--- src/rtl/aud_tx_pkg.sv ---
package aud_tx_pkg;

  typedef enum logic [1:0] {
    FMT_I2S = 2'd0,
    FMT_LJ  = 2'd1,
    FMT_RJ  = 2'd2,
    FMT_DSP = 2'd3
  } aud_fmt_e;

endpackage

--- src/rtl/aud_bclk_gen.sv ---
// Bit-clock divider: one bit period is 2*HALF_DIV system clocks.
// bit_adv pulses in the cycle that the bit clock falls (a new bit begins).
module aud_bclk_gen #(
  parameter int HALF_DIV = 2
) (
  input  logic clk,
  input  logic rst_n,
  output logic bit_adv,
  output logic bclk
);

  localparam int PERIOD = 2 * HALF_DIV;
  localparam int DIV_W  = (PERIOD > 1) ? $clog2(PERIOD) : 1;

  logic [DIV_W-1:0] div_q, div_nxt;
  logic             bclk_q, bclk_nxt;

  always_comb begin
    div_nxt  = div_q;
    bclk_nxt = bclk_q;
    bit_adv  = 1'b0;
    if (div_q == DIV_W'(PERIOD - 1)) begin
      div_nxt  = '0;
      bclk_nxt = 1'b0;
      bit_adv  = 1'b1;
    end else begin
      div_nxt = div_q + DIV_W'(1);
      if (div_q == DIV_W'(HALF_DIV - 1)) bclk_nxt = 1'b1;
    end
  end

  always_ff @(posedge clk or negedge rst_n) begin
    if (!rst_n) begin
      div_q  <= DIV_W'(HALF_DIV);
      bclk_q <= 1'b1;
    end else begin
      div_q  <= div_nxt;
      bclk_q <= bclk_nxt;
    end
  end

  assign bclk = bclk_q;

endmodule

--- src/rtl/aud_sample_stage.sv ---
// One-deep holding register in front of the output-stage sample pair.
module aud_sample_stage #(
  parameter int SAMPLE_W = 24
) (
  input  logic                clk,
  input  logic                rst_n,
  input  logic                s_valid,
  input  logic [SAMPLE_W-1:0] s_left,
  input  logic [SAMPLE_W-1:0] s_right,
  input  logic                take,
  output logic                s_ready,
  output logic [SAMPLE_W-1:0] cur_left,
  output logic [SAMPLE_W-1:0] cur_right,
  output logic                underrun
);

  logic                full_q, full_nxt;
  logic [SAMPLE_W-1:0] hold_l_q, hold_l_nxt, hold_r_q, hold_r_nxt;
  logic [SAMPLE_W-1:0] cur_l_q, cur_l_nxt, cur_r_q, cur_r_nxt;
  logic                und_q, und_nxt;
  logic                accept;

  always_comb begin
    accept     = s_valid && !full_q;
    full_nxt   = full_q;
    hold_l_nxt = hold_l_q;
    hold_r_nxt = hold_r_q;
    cur_l_nxt  = cur_l_q;
    cur_r_nxt  = cur_r_q;
    und_nxt    = und_q;
    if (take) begin
      if (full_q) begin
        cur_l_nxt = hold_l_q;
        cur_r_nxt = hold_r_q;
        full_nxt  = 1'b0;
      end else begin
        und_nxt = 1'b1;
      end
    end
    if (accept) begin
      hold_l_nxt = s_left;
      hold_r_nxt = s_right;
      full_nxt   = 1'b1;
    end
  end

  always_ff @(posedge clk or negedge rst_n) begin
    if (!rst_n) begin
      full_q   <= 1'b0;
      hold_l_q <= '0;
      hold_r_q <= '0;
      cur_l_q  <= '0;
      cur_r_q  <= '0;
      und_q    <= 1'b0;
    end else begin
      full_q   <= full_nxt;
      hold_l_q <= hold_l_nxt;
      hold_r_q <= hold_r_nxt;
      cur_l_q  <= cur_l_nxt;
      cur_r_q  <= cur_r_nxt;
      und_q    <= und_nxt;
    end
  end

  assign s_ready   = !full_q;
  assign cur_left  = cur_l_q;
  assign cur_right = cur_r_q;
  assign underrun  = und_q;

endmodule

--- src/rtl/aud_slot_mapper.sv ---
// Maps a frame bit index to the data bit and word-clock level of the
// selected framing. Purely combinational; SLOT_BITS must be a power of two.
module aud_slot_mapper
  import aud_tx_pkg::*;
#(
  parameter int SAMPLE_W  = 24,
  parameter int SLOT_BITS = 32,
  parameter int IDX_W     = $clog2(2 * SLOT_BITS),
  parameter int WID_W     = $clog2(SAMPLE_W + 1)
) (
  input  logic [IDX_W-1:0]    bit_idx,
  input  aud_fmt_e            fmt,
  input  logic [WID_W-1:0]    width,
  input  logic [SAMPLE_W-1:0] left,
  input  logic [SAMPLE_W-1:0] right,
  output logic                dout,
  output logic                lrclk
);

  localparam int POS_W = $clog2(SLOT_BITS);

  logic                is_right;
  logic [POS_W-1:0]    pos;
  logic [SAMPLE_W-1:0] word, shifted;
  int                  offset, k;

  always_comb begin
    is_right = bit_idx[IDX_W-1];
    pos      = bit_idx[POS_W-1:0];
    word     = is_right ? right : left;
    unique case (fmt)
      FMT_LJ:  offset = 0;
      FMT_RJ:  offset = SLOT_BITS - int'(width);
      default: offset = 1;
    endcase
    k       = int'(pos) - offset;
    shifted = word >> (int'(width) - 1 - k);
    dout    = 1'b0;
    if (k >= 0 && k < int'(width)) dout = shifted[0];
    unique case (fmt)
      FMT_I2S: lrclk = is_right;
      FMT_DSP: lrclk = (bit_idx == '0);
      default: lrclk = !is_right;
    endcase
  end

endmodule

--- src/rtl/aud_serial_tx.sv ---
module aud_serial_tx
  import aud_tx_pkg::*;
#(
  parameter int SAMPLE_W  = 24,
  parameter int SLOT_BITS = 32,
  parameter int HALF_DIV  = 2
) (
  input  logic                          clk,
  input  logic                          rst_n,
  input  logic [1:0]                    cfg_fmt,
  input  logic [$clog2(SAMPLE_W+1)-1:0] cfg_width,
  input  logic                          s_valid,
  output logic                          s_ready,
  input  logic [SAMPLE_W-1:0]           s_left,
  input  logic [SAMPLE_W-1:0]           s_right,
  output logic                          ser_bclk,
  output logic                          ser_lrclk,
  output logic                          ser_dout,
  output logic                          underrun
);

  localparam int FRAME_BITS = 2 * SLOT_BITS;
  localparam int IDX_W      = $clog2(FRAME_BITS);
  localparam int WID_W      = $clog2(SAMPLE_W + 1);

  logic                bit_adv, take;
  logic [IDX_W-1:0]    bit_q, bit_nxt;
  aud_fmt_e            fmt_q, fmt_nxt;
  logic [WID_W-1:0]    wid_q, wid_nxt, wid_eff;
  logic [SAMPLE_W-1:0] cur_l, cur_r;
  logic                map_dout, map_lrclk;
  logic                dout_q, dout_nxt, lr_q, lr_nxt;

  aud_bclk_gen #(.HALF_DIV(HALF_DIV)) u_bclk (
    .clk     (clk),
    .rst_n   (rst_n),
    .bit_adv (bit_adv),
    .bclk    (ser_bclk)
  );

  aud_sample_stage #(.SAMPLE_W(SAMPLE_W)) u_stage (
    .clk       (clk),
    .rst_n     (rst_n),
    .s_valid   (s_valid),
    .s_left    (s_left),
    .s_right   (s_right),
    .take      (take),
    .s_ready   (s_ready),
    .cur_left  (cur_l),
    .cur_right (cur_r),
    .underrun  (underrun)
  );

  // The mapper sees the index of the bit that is about to start, and the
  // settings in force for it (captured one bit before the frame begins).
  aud_slot_mapper #(
    .SAMPLE_W  (SAMPLE_W),
    .SLOT_BITS (SLOT_BITS),
    .IDX_W     (IDX_W),
    .WID_W     (WID_W)
  ) u_map (
    .bit_idx (bit_nxt),
    .fmt     (fmt_q),
    .width   (wid_q),
    .left    (cur_l),
    .right   (cur_r),
    .dout    (map_dout),
    .lrclk   (map_lrclk)
  );

  always_comb begin
    bit_nxt  = bit_adv ? bit_q + IDX_W'(1) : bit_q;
    take     = bit_adv && (bit_q == IDX_W'(FRAME_BITS - 2));
    wid_eff  = (cfg_width == '0 || cfg_width > WID_W'(SAMPLE_W)) ? WID_W'(SAMPLE_W) : cfg_width;
    fmt_nxt  = take ? aud_fmt_e'(cfg_fmt) : fmt_q;
    wid_nxt  = take ? wid_eff : wid_q;
    dout_nxt = bit_adv ? map_dout : dout_q;
    lr_nxt   = bit_adv ? map_lrclk : lr_q;
  end

  always_ff @(posedge clk or negedge rst_n) begin
    if (!rst_n) begin
      bit_q  <= IDX_W'(FRAME_BITS - 2);
      fmt_q  <= FMT_I2S;
      wid_q  <= WID_W'(SAMPLE_W);
      dout_q <= 1'b0;
      lr_q   <= 1'b0;
    end else begin
      bit_q  <= bit_nxt;
      fmt_q  <= fmt_nxt;
      wid_q  <= wid_nxt;
      dout_q <= dout_nxt;
      lr_q   <= lr_nxt;
    end
  end

  assign ser_dout  = dout_q;
  assign ser_lrclk = lr_q;

endmodule

--- config.mk ---
export PLATFORM = sky130hd
export DESIGN_NAME = aud_serial_tx
export DESIGN_NICKNAME = d
export VERILOG_FILES = /design/src/rtl/aud_tx_pkg.sv /design/src/rtl/aud_bclk_gen.sv /design/src/rtl/aud_sample_stage.sv /design/src/rtl/aud_slot_mapper.sv /design/src/rtl/aud_serial_tx.sv
export SDC_FILE = /design/constraint.sdc
export NUM_CORES = 1
export LEC_CHECK = 0
export BUFFER_PORTS_ARGS = -buffer_cell sky130_fd_sc_hd__clkbuf_2
export CAP_MARGIN = 20
export CORE_MARGIN = 8
export CORE_UTILIZATION = 53
export DETAILED_ROUTE_END_ITERATION = 7
export PLACE_DENSITY = 0.76
export SLEW_MARGIN = 25
export SYNTH_ARGS = -nofsm -noshare
export SYNTH_HDL_FRONTEND = slang
export SYNTH_HIERARCHICAL = 1
export SYNTH_SLANG_ARGS = --single-unit
--- constraint.sdc ---
create_clock -name clk -period 3.8 [get_ports clk]
set_input_delay 0.19 -clock clk [delete_from_list [all_inputs] [get_ports clk]]
set_output_delay 0.19 -clock clk [all_outputs]
set_load 0.005 [all_outputs]
==> results.txt, run 1 <==
The flow ran to the end, but the final reports show violations. The checks that failed: negative setup slack. The sequential cells in the finished layout cover a total of 0.00291 mm².

The critical path in this run is classified as reg2reg. After legalization and detailed placement, the total HPWL measured 9.59 mm. The count of nets left with antenna violations once routing finished came out at 0. TritonCTS built the clock tree.

The number of global-route vias before repair is 4897, and the first-pass iteration count of the detailed router is 4. The fraction of final layout cells sized beyond drive strength 1 works out to 49.2%. The primary flip-flop cell chosen by synthesis mapping was dfrtp_1. Of the post-synthesis cell area, the dominant cell type holds 44.2%.

The cell type contributing the most total cell area after synthesis is dfrtp_1. The tools report the final routed wirelength across all metal layers as 14.8 mm. The routability-driven placement congestion ratio is 0.907, and the vertical die dimension is 123 µm. Total inserted antenna cells: 0. In this run the tightest slew margin relative to its limit is 46.1%.

Clock root buffer: clkbuf_16. The logs give 0 for the DRC violation count after routing and 0 for the final count of pins violating max slew. The category of the worst setup path launch point is a flop. Across all layers, the routed design uses 4357 vias. Subtracting the final worst setup slack from the clock period gives 3.95 ns. For this run, the total global-route usage over all layers was measured as 20.5%. The required time of the critical path was 4.09 ns. The number of hold violations in the final report is 0, and the floorplan die width is 123 µm. The slack of the critical path is -0.147 ns. After clock tree synthesis, the clock-pin slew on the worst setup and hold paths is 0.06 ns. The synthesized design contains 116 register bits. For this run, the number of Yosys warnings is 6.

The initial utilization of the core area, before any placement, comes to 53.7%. Hold is met by 0.0142 ns. The wire length per cell is 19.0 µm, and the remaining global-route overflow is 0. The number of nets produced by synthesis is 565.

In this run, synthesis inferred 0 flip-flops with an integrated enable. The synthesized instance count was 473; the clock share of power was 51.9%. The number of placement rows was 39; the number of antenna violations at the first check in global routing was 0. Registers are responsible for 43.7% of the overall power. For the worst setup path, the data arrival time is 4.23 ns. At the pin with the least slew margin, the transition time is 0.807 ns. The finished layout holds 781 standard cells, fillers aside.

The CTS H-tree depth was 4. Entering global routing, the biggest net connects 92 pins. For this run, the post-layout net count is 717. Input and output buffers added on the ports amount to 62. The detailed router finished its first iteration with 211 violations. Of the synthesized area, sequential elements account for 48.1%. The clock sink count came out at 116. For this run, asynchronously set or reset flops after synthesis account for 100%. In the finished design, the share of the clock period the worst path needs comes to 104%. The power per unit of standard cell area is 377 mW/mm². By count the netlist is led by dfrtp_1 (107), mux2_2 (71), ha_1 (32). In the final layout, the multi-input gates occupy 0.00329 mm². Across the routed clock network, the largest skew measured is 0.00853 ns. The placed instance count was 719. The I/O pin count was 63.

Along the worst path, the maximum fanout reaches 6. Most common cell in the synthesized netlist: dfrtp_1. The wire length of the first global-routing pass was 24.0 mm. In this run the cell area of the synthesized design comes to 0.00606 mm². Peak clock frequency supported by timing: 0.253 GHz. In this run the power spent charging and discharging nets is 0.683 mW.

Setup repair after global routing could not meet its margin everywhere. The run gives 3.90 nW as the static leakage. The tool flagged a number of max-cap violations equal to 0. The combinational cell fraction of total power is 4.4%.

The number of vias per cell works out to 5.58. Averaged over all synthesized cells, the footprint is 12.8 µm². Core footprint: 0.0113 mm².

The run gives 664 as the number of filler cells placed in the layout. For the worst-skew pair, the clock arrives at the later sink with an insertion delay of 0.41 ns. The die covers 0.0151 mm².

Net switching is 22.2% of the power. Number of clock buffers inserted by TritonCTS: 17. Counting along the longest clock path gives a buffer depth of 2. For the largest vdd supply drop, the log shows 0.368 mV. Cells fill 72.4% of the core in the end. The tools report the internal power as 2.39 mW. The path class of the tightest hold or removal check is in2reg.

Before CTS, the worst setup slack after placement is -0.232 ns. The setup violation total in the final timing report came out at 1. The element type at the critical path end is a flop. After synthesis, the cell types taking the most area are dfrtp_1 (44%), mux2_2 (13%), ha_1 (6.6%), mux4_2 (5.6%), mux2_1 (5.4%). Compared with the post-synthesis result, the final layout area differs by 34.7%. The synthesized netlist contains 51 unique library cells.
[final cells by class]
cell class	instances	share of cell area, %
Tap cell	143	2.19
Multi-Input combinational cell	309	40.3
Clock inverter	13	1.79
Sequential cell	116	35.7
Inverter	29	1.33
Timing Repair Buffer	152	13.1
Clock buffer	19	5.55
[power groups by stage]
stage,Sequential (mW),Combinational (mW),Clock [mW]
2_1_floorplan,1.34,0.0548,0
3_3_place_gp,1.36,0.111,0
3_5_place_dp,1.36,0.119,0
4_1_cts,1.34,0.138,1.62
5_1_grt,1.35,0.152,1.67
6_report,1.34,0.136,1.60
[sequential cells by signal, indices dropped and copies added (netlist names), 2 cells and up]
register	flops
wid_q	5
u_stage/cur_left	24
bit_q	6
u_stage/hold_l_q	24
u_stage/hold_r_q	24
u_bclk/div_q	2
u_stage/cur_right	24
fmt_q	2
[cell usage in the layout, fill, tap and decap left out, types with 5 or more instances in the layout]
| cell | n |
|---|---|
| a21oi_1 | 8 |
| a21o_1 | 8 |
| inv_1 | 27 |
| dfrtp_1 | 107 |
| clkbuf_16 | 17 |
| o21ai_1 | 6 |
| buf_4 | 67 |
| dfstp_2 | 9 |
| clkbuf_2 | 61 |
| mux2_2 | 70 |
| o21ai_0 | 7 |
| nor2_1 | 20 |
| mux4_2 | 15 |
| xnor2_1 | 5 |
| ha_1 | 17 |
| nand2_1 | 16 |
| ha_4 | 12 |
| mux2_4 | 5 |
| mux2_1 | 29 |
| nand3_1 | 7 |
| dlygate4sd3_1 | 21 |
| nand4_1 | 5 |
[metrics by stage]
step | setup TNS, ns | power (mW) | instance area (µm²)
after global routing | -0.327 | 3.17 | 8160
after floorplan | 0 | 1.40 | 6110
after global placement | -0.177 | 1.47 | 6980
after detailed placement | -0.232 | 1.48 | 6990
final | -0.147 | 3.07 | 8160
after CTS | -0.0786 | 3.10 | 7990
[cell families (layout without fill, tap and decap cells)]
logic type | Yosys count | after routing | share of synthesized area [%]
simple gates | 76 | 76 | 6.69
mux | 119 | 119 | 25.2
xor+xnor | 16 | 16 | 2.31
compound gates | 64 | 64 | 6.79
flops | 116 | 116 | 48.1
buf+inv | 48 | 213 | 3.68
fa+ha+maj | 34 | 34 | 7.27
[worst paths after layout]
kind | from | to | slack, ns | depth (start not counted)
setup / recovery | u_bclk/div_q[1] | ser_dout | -0.15 | 15
min in group asynchronous | rst_n | u_stage/hold_l_q[21] | 0.40 | 2
max in group asynchronous | rst_n | bit_q[2] | 2.45 | 3
hold / removal | s_right[20] | u_stage/hold_r_q[20] | 0.01 | 2
hold reg to reg | u_stage/underrun | u_stage/underrun | 0.46 | 1
setup reg to reg | u_bclk/div_q[1] | ser_dout | -0.15 | 15
[repair_timing]
action / in CTS / in global routing
pin swaps: 16 / 22
hold endpoints to repair: 110 / 0
resized for setup: 27 / 23
hold buffers: 21 / 0
endpoints found under the setup margin: 1 / 1
setup buffers: 4 / 5
[per-layer routing]
metal | wire, µm | global-route usage, % | vias to the layer above
li1 | - | - | 2001
met1 | 5780 | 22.6 | 2218
met2 | 8150 | 36.9 | 109
met3 | 609 | 5.98 | 29
met4 | 267 | 7.16 | 0
met5 | 0 | 0 | -
[critical path, stage by stage, from the launching register on]
cell	delay [ns]
dfstp_2	0.55
ha_4	0.18
xor2_2	0.16
inv_1	0.08
ha_2	0.20
fa_2	0.35
buf_4	0.16
xnor2_4	0.14
inv_1	0.09
ha_4	0.30
xor2_4	0.22
mux4_2	0.55
mux2_2	0.31
o2111ai_2	0.20
nor4_2	0.08
mux2_4	0.26
Power figures use the tool's default switching activity.
==> run 2, diff against run 1 <==
==> constraint.sdc (replaced) <==
create_clock -name clk -period 3.8 [get_ports clk]
set_input_delay 0.19 -clock clk [delete_from_list [all_inputs] [get_ports clk]]
set_output_delay 0.19 -clock clk [all_outputs]
set_load 0.1 [all_outputs]
==> run 2 against run 1 <==
  * The run still ends with negative setup slack left
  * Worst hold slack got worse by 0.0045 ns
  * Utilization fell by 0.69 points
  * Global-route usage increased by 0.32 points
  * Design area down 0.95%
  * Via count increased by 2.4%
  * Sequential power about the same
  * Clock power down 14%
  * Die area unchanged
  * Critical path type unchanged
  * Critical endpoint unchanged
  * Largest cell class unchanged
  * Largest power group unchanged
==> results.txt, run 2 (same netlist as run 1, synthesis figures left out) <==
The final count of pins violating max slew came out at 0 (unchanged). For the peak clock frequency supported by timing, the log shows 0.253 GHz (about the same). The logs give 0.00653 ns (-0.00200 ns) for the largest clock skew in the final design and 4 (unchanged) for the CTS H-tree depth. The power per unit of standard cell area is 352 mW/mm² (-6.7%).

The final reports fail on negative setup slack. The longest individual stage delay on the worst path came out at 0.39 ns (-0.16 ns). The dominant delay contributor by cell family on the critical path is compound AO/OA/AOI/OAI gates. The total number of vias came out at 4462 (+2.4%). The maximum number of pins on one net before global-route repair came out at 66 (-28%). The remaining global-route overflow came out at 0 (unchanged).

In the layout the commonest cells are dfrtp_1 (107), buf_4 (70), mux2_2 (69). The signal on the critical path passes through inv_2, ha_4, buf_4, nand3_1, ha_1, nor2b_1, o21ai_2, a21boi_2, o21ai_2, buf_4, a21oi_4, ha_4, a21o_1, and2_1, o21ai_1, nand4_1, a22oi_2, o2111ai_2, nor4_2, mux2_4. The max-cap check violation count is 0 (unchanged). The required time of the critical path came out at 4.14 ns (+0.05 ns). The clock slew seen by the registers of the worst setup and hold paths is 0.05 ns (about the same), and the number of hold violations in the final report is 0 (unchanged). The element type at the critical path end was a flop. The vertical die dimension is 123 µm (unchanged), and the DRC violation total after the first TritonRoute iteration is 273 (+29%).

The run gives 0.00698 mm² (-0.16%) as the post-place instance area. The aggregate global-route resource usage is 20.8% (+0.32 points). The half-perimeter wire length of the detailed placement result was 9.59 mm (about the same); the starting density of the core was 53.7% (unchanged). For the first-pass iteration count of the detailed router, the log shows 4 (unchanged). For the floorplan die area, the log shows 0.0151 mm² (unchanged).

Clock sink count: 116 (unchanged). The number of buffer and inverter instances along the worst setup path was 3 (unchanged). The routability-driven placement congestion ratio was 0.856 (-5.6%); the number of vias per cell was 5.77 (+3.5%). The post-route antenna net violation count is 0 (unchanged).

The slack of the critical path was -0.149 ns (-0.00181 ns); the final standard cell count with taps included and fillers excluded was 773 (-1.0%). The tools report the category of the worst setup path launch point as a flop. The design area is 0.00808 mm² (-0.95%), and the number of global-route vias before repair is 4929 (+0.65%). The tools report the clock root buffer as clkbuf_16. Leaving out fill and tap cells, the most frequent cell in the layout is dfrtp_1. The biggest fanout along the worst timing path is 3 (-3).

The maximum number of buffers from clock root to sink is 2 (unchanged), and the largest vdd supply drop is 0.310 mV (-16%). TritonCTS built the clock tree. The run gives 0.0113 mm² (unchanged) as the core footprint. The worst max-slew margin expressed relative to the limit was 46.0% (-0.16 points); the setup violation total in the final timing report was 1 (unchanged). Final routed wirelength across all metal layers: 15.1 mm (+2.1%).

The final-stage net count is 711 (-0.84%), and the total inserted antenna cells is 0 (unchanged). Setup repair after global routing could not meet its margin everywhere. The floorplan die width works out to 123 µm (unchanged). For this design, the slowest cell found on the critical path is dfrtp_1. Slew at the pin with the worst max-slew slack: 0.811 ns (+0.00407 ns). The run gives -0.243 ns (-0.0116 ns) as the post-placement setup slack. The core utilization of the finished layout was 71.7% (-0.69 points); the endpoint arrival time on the critical path was 4.29 ns (+0.06 ns). The run gives 0.41 ns (about the same) as the later-pin clock latency in the skew report. The worst setup path is of the reg2reg kind. The tools report the total chip power as 2.84 mW (-7.6%).

The DRC violation count after routing was 0 (unchanged); the I/O pin count was 63 (unchanged). The flow ran to the end, but the final reports show violations. Time the worst path needs with I/O delays and setup: 3.95 ns (+0.00181 ns). For the number of clock buffers inserted by TritonCTS, the log shows 17 (unchanged). For the wire length of the first global-routing pass, the log shows 24.2 mm (+0.72%). The final clock period utilization by the worst path came out at 104% (about the same).

The fraction of final layout cells sized beyond drive strength 1 came out at 52.4% (+3.2 points). The number of buffers added on ports is 62 (unchanged). The number of antenna violations at the first check in global routing is 0 (unchanged). Wire length per cell: 19.5 µm (+3.1%).

In this run the worst hold path is classified as in2reg. The placed instance count came out at 718 (-0.14%). The static leakage is 3.84 nW (-1.6%).

The run gives 39 (unchanged) as the number of placement rows. The layout overhead on the synthesized area is 33.4%.
-- run 2: cell types whose count changed in the layout (fill, tap and decap cells not counted), moves of 3 or more --
cell,change
dlygate4sd3_1,-10
clkinvlp_4,+4
ha_4,+4
buf_4,+3
inv_1,-3
inv_2,+3
o21ai_1,-3
o21ai_2,+3
-- run 2: power breakdown --
group / internal (mW) / leakage [nW] / switching [mW] / total [mW]
registers: 1.30 / 1.47 / 0.0386 / 1.34
logic: 0.0732 / 2.13 / 0.0539 / 0.127
clock network: 0.822 / 0.236 / 0.549 / 1.37
-- run 2: path summary, 6_finish.rpt --
kind	start	endpoint	slack, ns	cells after the start
worst max-delay path	fmt_q[1]	ser_dout	-0.15	20
worst min-delay path	s_left[13]	u_stage/hold_l_q[13]	0.01	2
worst max register to register	fmt_q[1]	ser_dout	-0.15	20
worst min register to register	u_stage/underrun	u_stage/underrun	0.46	1
max in group asynchronous	rst_n	u_bclk/bclk	2.45	3
min in group asynchronous	rst_n	u_stage/cur_right[21]	0.42	2
-- run 2: stage by stage --
stage	hold WS [ns]	TNS, ns
final	0.00975	-0.149
after CTS	0.000151	-0.0518
after floorplan	-0.106	0
after detailed placement	0.334	-0.243
after global placement	0.318	-0.202
after global routing	0.00451	-0.309
-- run 2: what timing repair did --
item	in CTS	in global routing
setup buffers	10	4
setup endpoints to repair	1	1
hold endpoints to repair	72	1
gates resized for setup	45	23
pin swaps	33	25
hold buffers	10	1
-- run 2: layout make-up --
type                       instances  area [µm²]
timing repair buffer             146        1000
tap                              143         179
multi-input combinational        309        3360
inverter                          29         109
clock buffer                      18         429
fill                             682        3190
sequential                       116        2910
clock inverter                    12        86.3
-- run 2: layer usage --
layer	GRT usage, %	wire (µm)	up-vias
met1	22.7	5930	2264
li1	-	-	1997
met4	10.7	578	0
met2	37.0	7910	147
met3	4.98	696	54
met5	0	0	-
==> run 3, diff against run 2 <==
Settings changed: CELL_PAD_IN_SITES_DETAIL_PLACEMENT set to 2, CELL_PAD_IN_SITES_GLOBAL_PLACEMENT set to 2, CORE_UTILIZATION 53 to 37, PLACE_DENSITY 0.76 to not set, PLACE_DENSITY_LB_ADDON set to 0.1.
==> run 3 against run 2 <==
  * The flow still finishes with violations (negative setup slack)
  * Cell count up 15%
  * Sequential cell count unchanged
  * Design area rose by 6.0%
  * Clock skew increased by 0.0080 ns
  * Combinational power up 23%
  * Sequential power about the same
  * Critical path depth rose by 1
==> results.txt, run 3 (same netlist as run 1, synthesis figures left out) <==
The library cells used most frequently in the layout, excluding fill and tap cells, are dfrtp_1 (107), buf_4 (83), mux2_2 (69). For the CTS H-tree depth, the log shows 4 (unchanged). The half-perimeter wire length of the detailed placement result is 11.6 mm (+22%). The floorplan die area is 0.0207 mm² (+37%), and the post-place instance area is 0.00710 mm² (+1.8%).

Worst max-slew margin expressed relative to the limit: 38.0% (-8.0 points). The run gives -0.558 ns (-0.315 ns) as the post-placement setup slack. The number of hold violations in the final report was 0 (unchanged); the final routed wirelength across all metal layers was 20.6 mm (+36%).

The power per unit of standard cell area is 360 mW/mm² (+2.5%), and the total chip power is 3.09 mW (+8.7%). The first-pass iteration count of the detailed router was 4 (unchanged). The critical path is of the reg2reg type. The number of filler cells placed in the layout is 1501 (+120%), and the wire length of the first global-routing pass is 30.7 mm (+27%). The number of global-route vias before repair is 5478 (+11%), and the peak clock frequency supported by timing is 0.228 GHz (-10%).

Setup repair after global routing could not meet its margin everywhere. Wire length per cell: 23.2 µm (+19%). For the core footprint, the log shows 0.0159 mm² (+41%). The category of the worst setup path launch point was a flop. The run gives 4.16 ns (+0.02 ns) as the required time of the critical path.

The later-pin clock latency in the skew report came out at 0.42 ns (about the same). The endpoint arrival time on the critical path came out at 4.75 ns (+0.46 ns). The maximum number of pins on one net before global-route repair came out at 79 (+20%). The slew at the pin with the worst max-slew slack is 0.928 ns (+0.118 ns). The final reports fail on negative setup slack. The final-stage net count was 752 (+5.8%); the aggregate global-route resource usage was 19.8% (-1.0 points). The library cell used most frequently in the layout, excluding fill and tap cells, is dfrtp_1.

The startpoint identified for the worst register-to-register timing path is u_bclk/div_q[1]. Largest clock skew in the final design: 0.0145 ns (+0.00796 ns). The number of vias per cell is 5.15 (-11%), and the remaining global-route overflow is 0 (unchanged).

The max-cap check violation count came out at 0 (unchanged). The logs give 0.312 mV (+0.54%) for the largest vdd supply drop and 4576 (+2.6%) for the total number of vias. The number of clock buffers inserted by TritonCTS came out at 17 (unchanged). For the total inserted antenna cells, the log shows 0 (unchanged). The path with the worst hold slack has its endpoint at wid_q[2]. The logs give 0 (unchanged) for the final count of pins violating max slew and -0.59 ns (-0.44 ns) for the reg-to-reg setup timing slack.

The logs give 0.804 (-6.1%) for the routability-driven placement congestion ratio and 0.00766 ns (-0.00209 ns) for the worst hold-check slack. The final clock period utilization by the worst path is 115% (+12 points), and the vertical die dimension is 144 µm (+17%). The root buffer cell chosen for the clock tree is clkbuf_16. The I/O pin count is 63 (unchanged), and the clock sink count is 116 (unchanged).

DRC violation count after routing: 0 (unchanged). The worst hold path belongs to the class in2reg. TritonCTS built the clock tree. The logs give 163 (-40%) for the DRC violation total after the first TritonRoute iteration and 0 (unchanged) for the post-route antenna net violation count. The run finished, with violations left. The slack of the critical path was -0.588 ns (-0.439 ns). The setup violation total in the final timing report is 1 (unchanged). The beginning of the worst hold path is cfg_width[2]. The maximum number of buffers from clock root to sink came out at 2 (unchanged). Design area: 0.00857 mm² (+6.0%). The clock slew seen by the registers of the worst setup and hold paths is 0.06 ns (about the same). The time the worst path needs with I/O delays and setup is 4.39 ns (+0.439 ns).

The worst flop-to-flop path endpoint is ser_dout. The static leakage is 4.06 nW (+5.8%), and the fraction of final layout cells sized beyond drive strength 1 is 50.7% (-1.6 points). The tools report the element type at the critical path end as a flop. The area growth from synthesis to layout is 41.4%. The run gives 38.0% (-16 points) as the starting density of the core. The number of placement rows is 46 (+18%), and the number of antenna violations at the first check in global routing is 0 (unchanged).

The biggest fanout along the worst timing path was 4 (+1); the number of cells on the worst hold path was 3 (+1). The floorplan die width works out to 144 µm (+17%). The number of cells on the worst reg-to-reg path was 21 (+5.0%); the number of buffers added on ports was 62 (unchanged).
==> run 3: changes by cell type in the layout (fill, tap and decap cells not counted), sizes merged <==
cell         previous run  this run
bufinv                  0         2
clkinv                  4        10
clkinvlp                6         1
inv                    31        29
buf                    74        89
dlygate4sd3            11        37
==> run 3: cell type report <==
type,instances,area (µm²),area share [%]
Clock buffer,18,439,5.13
Clock inverter,13,136,1.59
Inverter,29,109,1.27
Multi-Input combinational cell,309,3310,38.6
Sequential cell,116,2910,34.0
Tap cell,216,270,3.15
Timing Repair Buffer,187,1390,16.3
==> run 3: critical path: stages (launching register included) <==
cell	delay [ns]
dfstp_2	0.57
ha_4	0.17
buf_12	0.11
xor2_4	0.18
inv_2	0.09
ha_4	0.17
fa_2	0.35
nor2b_1	0.16
o21ai_1	0.09
nand2b_1	0.17
xor2_2	0.21
buf_4	0.14
inv_2	0.04
ha_4	0.25
a21o_1	0.18
a21oi_2	0.14
o21ai_2	0.09
or2_4	0.24
a22oi_2	0.20
o2111ai_2	0.15
nor4_2	0.38
mux2_4	0.23
==> run 3: worst max path at each step <==
stage | start | end | depth (start not counted)
finish | u_bclk/div_q[1] | ser_dout | 21
global route | u_bclk/div_q[1] | ser_dout | 22
CTS | u_bclk/div_q[1] | ser_dout | 19
detailed placement | fmt_q[0] | ser_dout | 19
global placement | u_bclk/div_q[1] | ser_dout | 14
floorplan | u_bclk/div_q[1] | ser_dout | 20
==> run 3: power breakdown <==
group | switching (mW) | internal (mW)
clock | 0.613 | 0.976
combinational | 0.0649 | 0.0911
sequential | 0.0395 | 1.30
total | 0.717 | 2.37
==> run 3: timing repair <==
action                                  in CTS  in global routing
gates resized for setup                     44                 16
endpoints found under the setup margin       1                  1
endpoints found under the hold margin      112                  0
setup buffers                               12                 12
hold buffers                                37                  0
cloned                                       0                  0
pin swaps                                   25                 15
==> run 3: layer usage <==
metal	global-route usage [%]	routed length [µm]	up-vias
met5	0	0	-
met4	5.70	630	0
met3	4.64	494	31
met2	36.3	11200	74
met1	22.2	8280	2400
li1	-	-	2071
==> run 3: metrics by stage <==
step                setup TNS [ns]  util, %  instances
detailed placement          -0.558     44.5        796
CTS                         -0.212     52.6        876
global placement            -0.315     44.5        796
global route                -0.760     53.7        888
finish                      -0.588     53.7        888
floorplan                        0        -        473
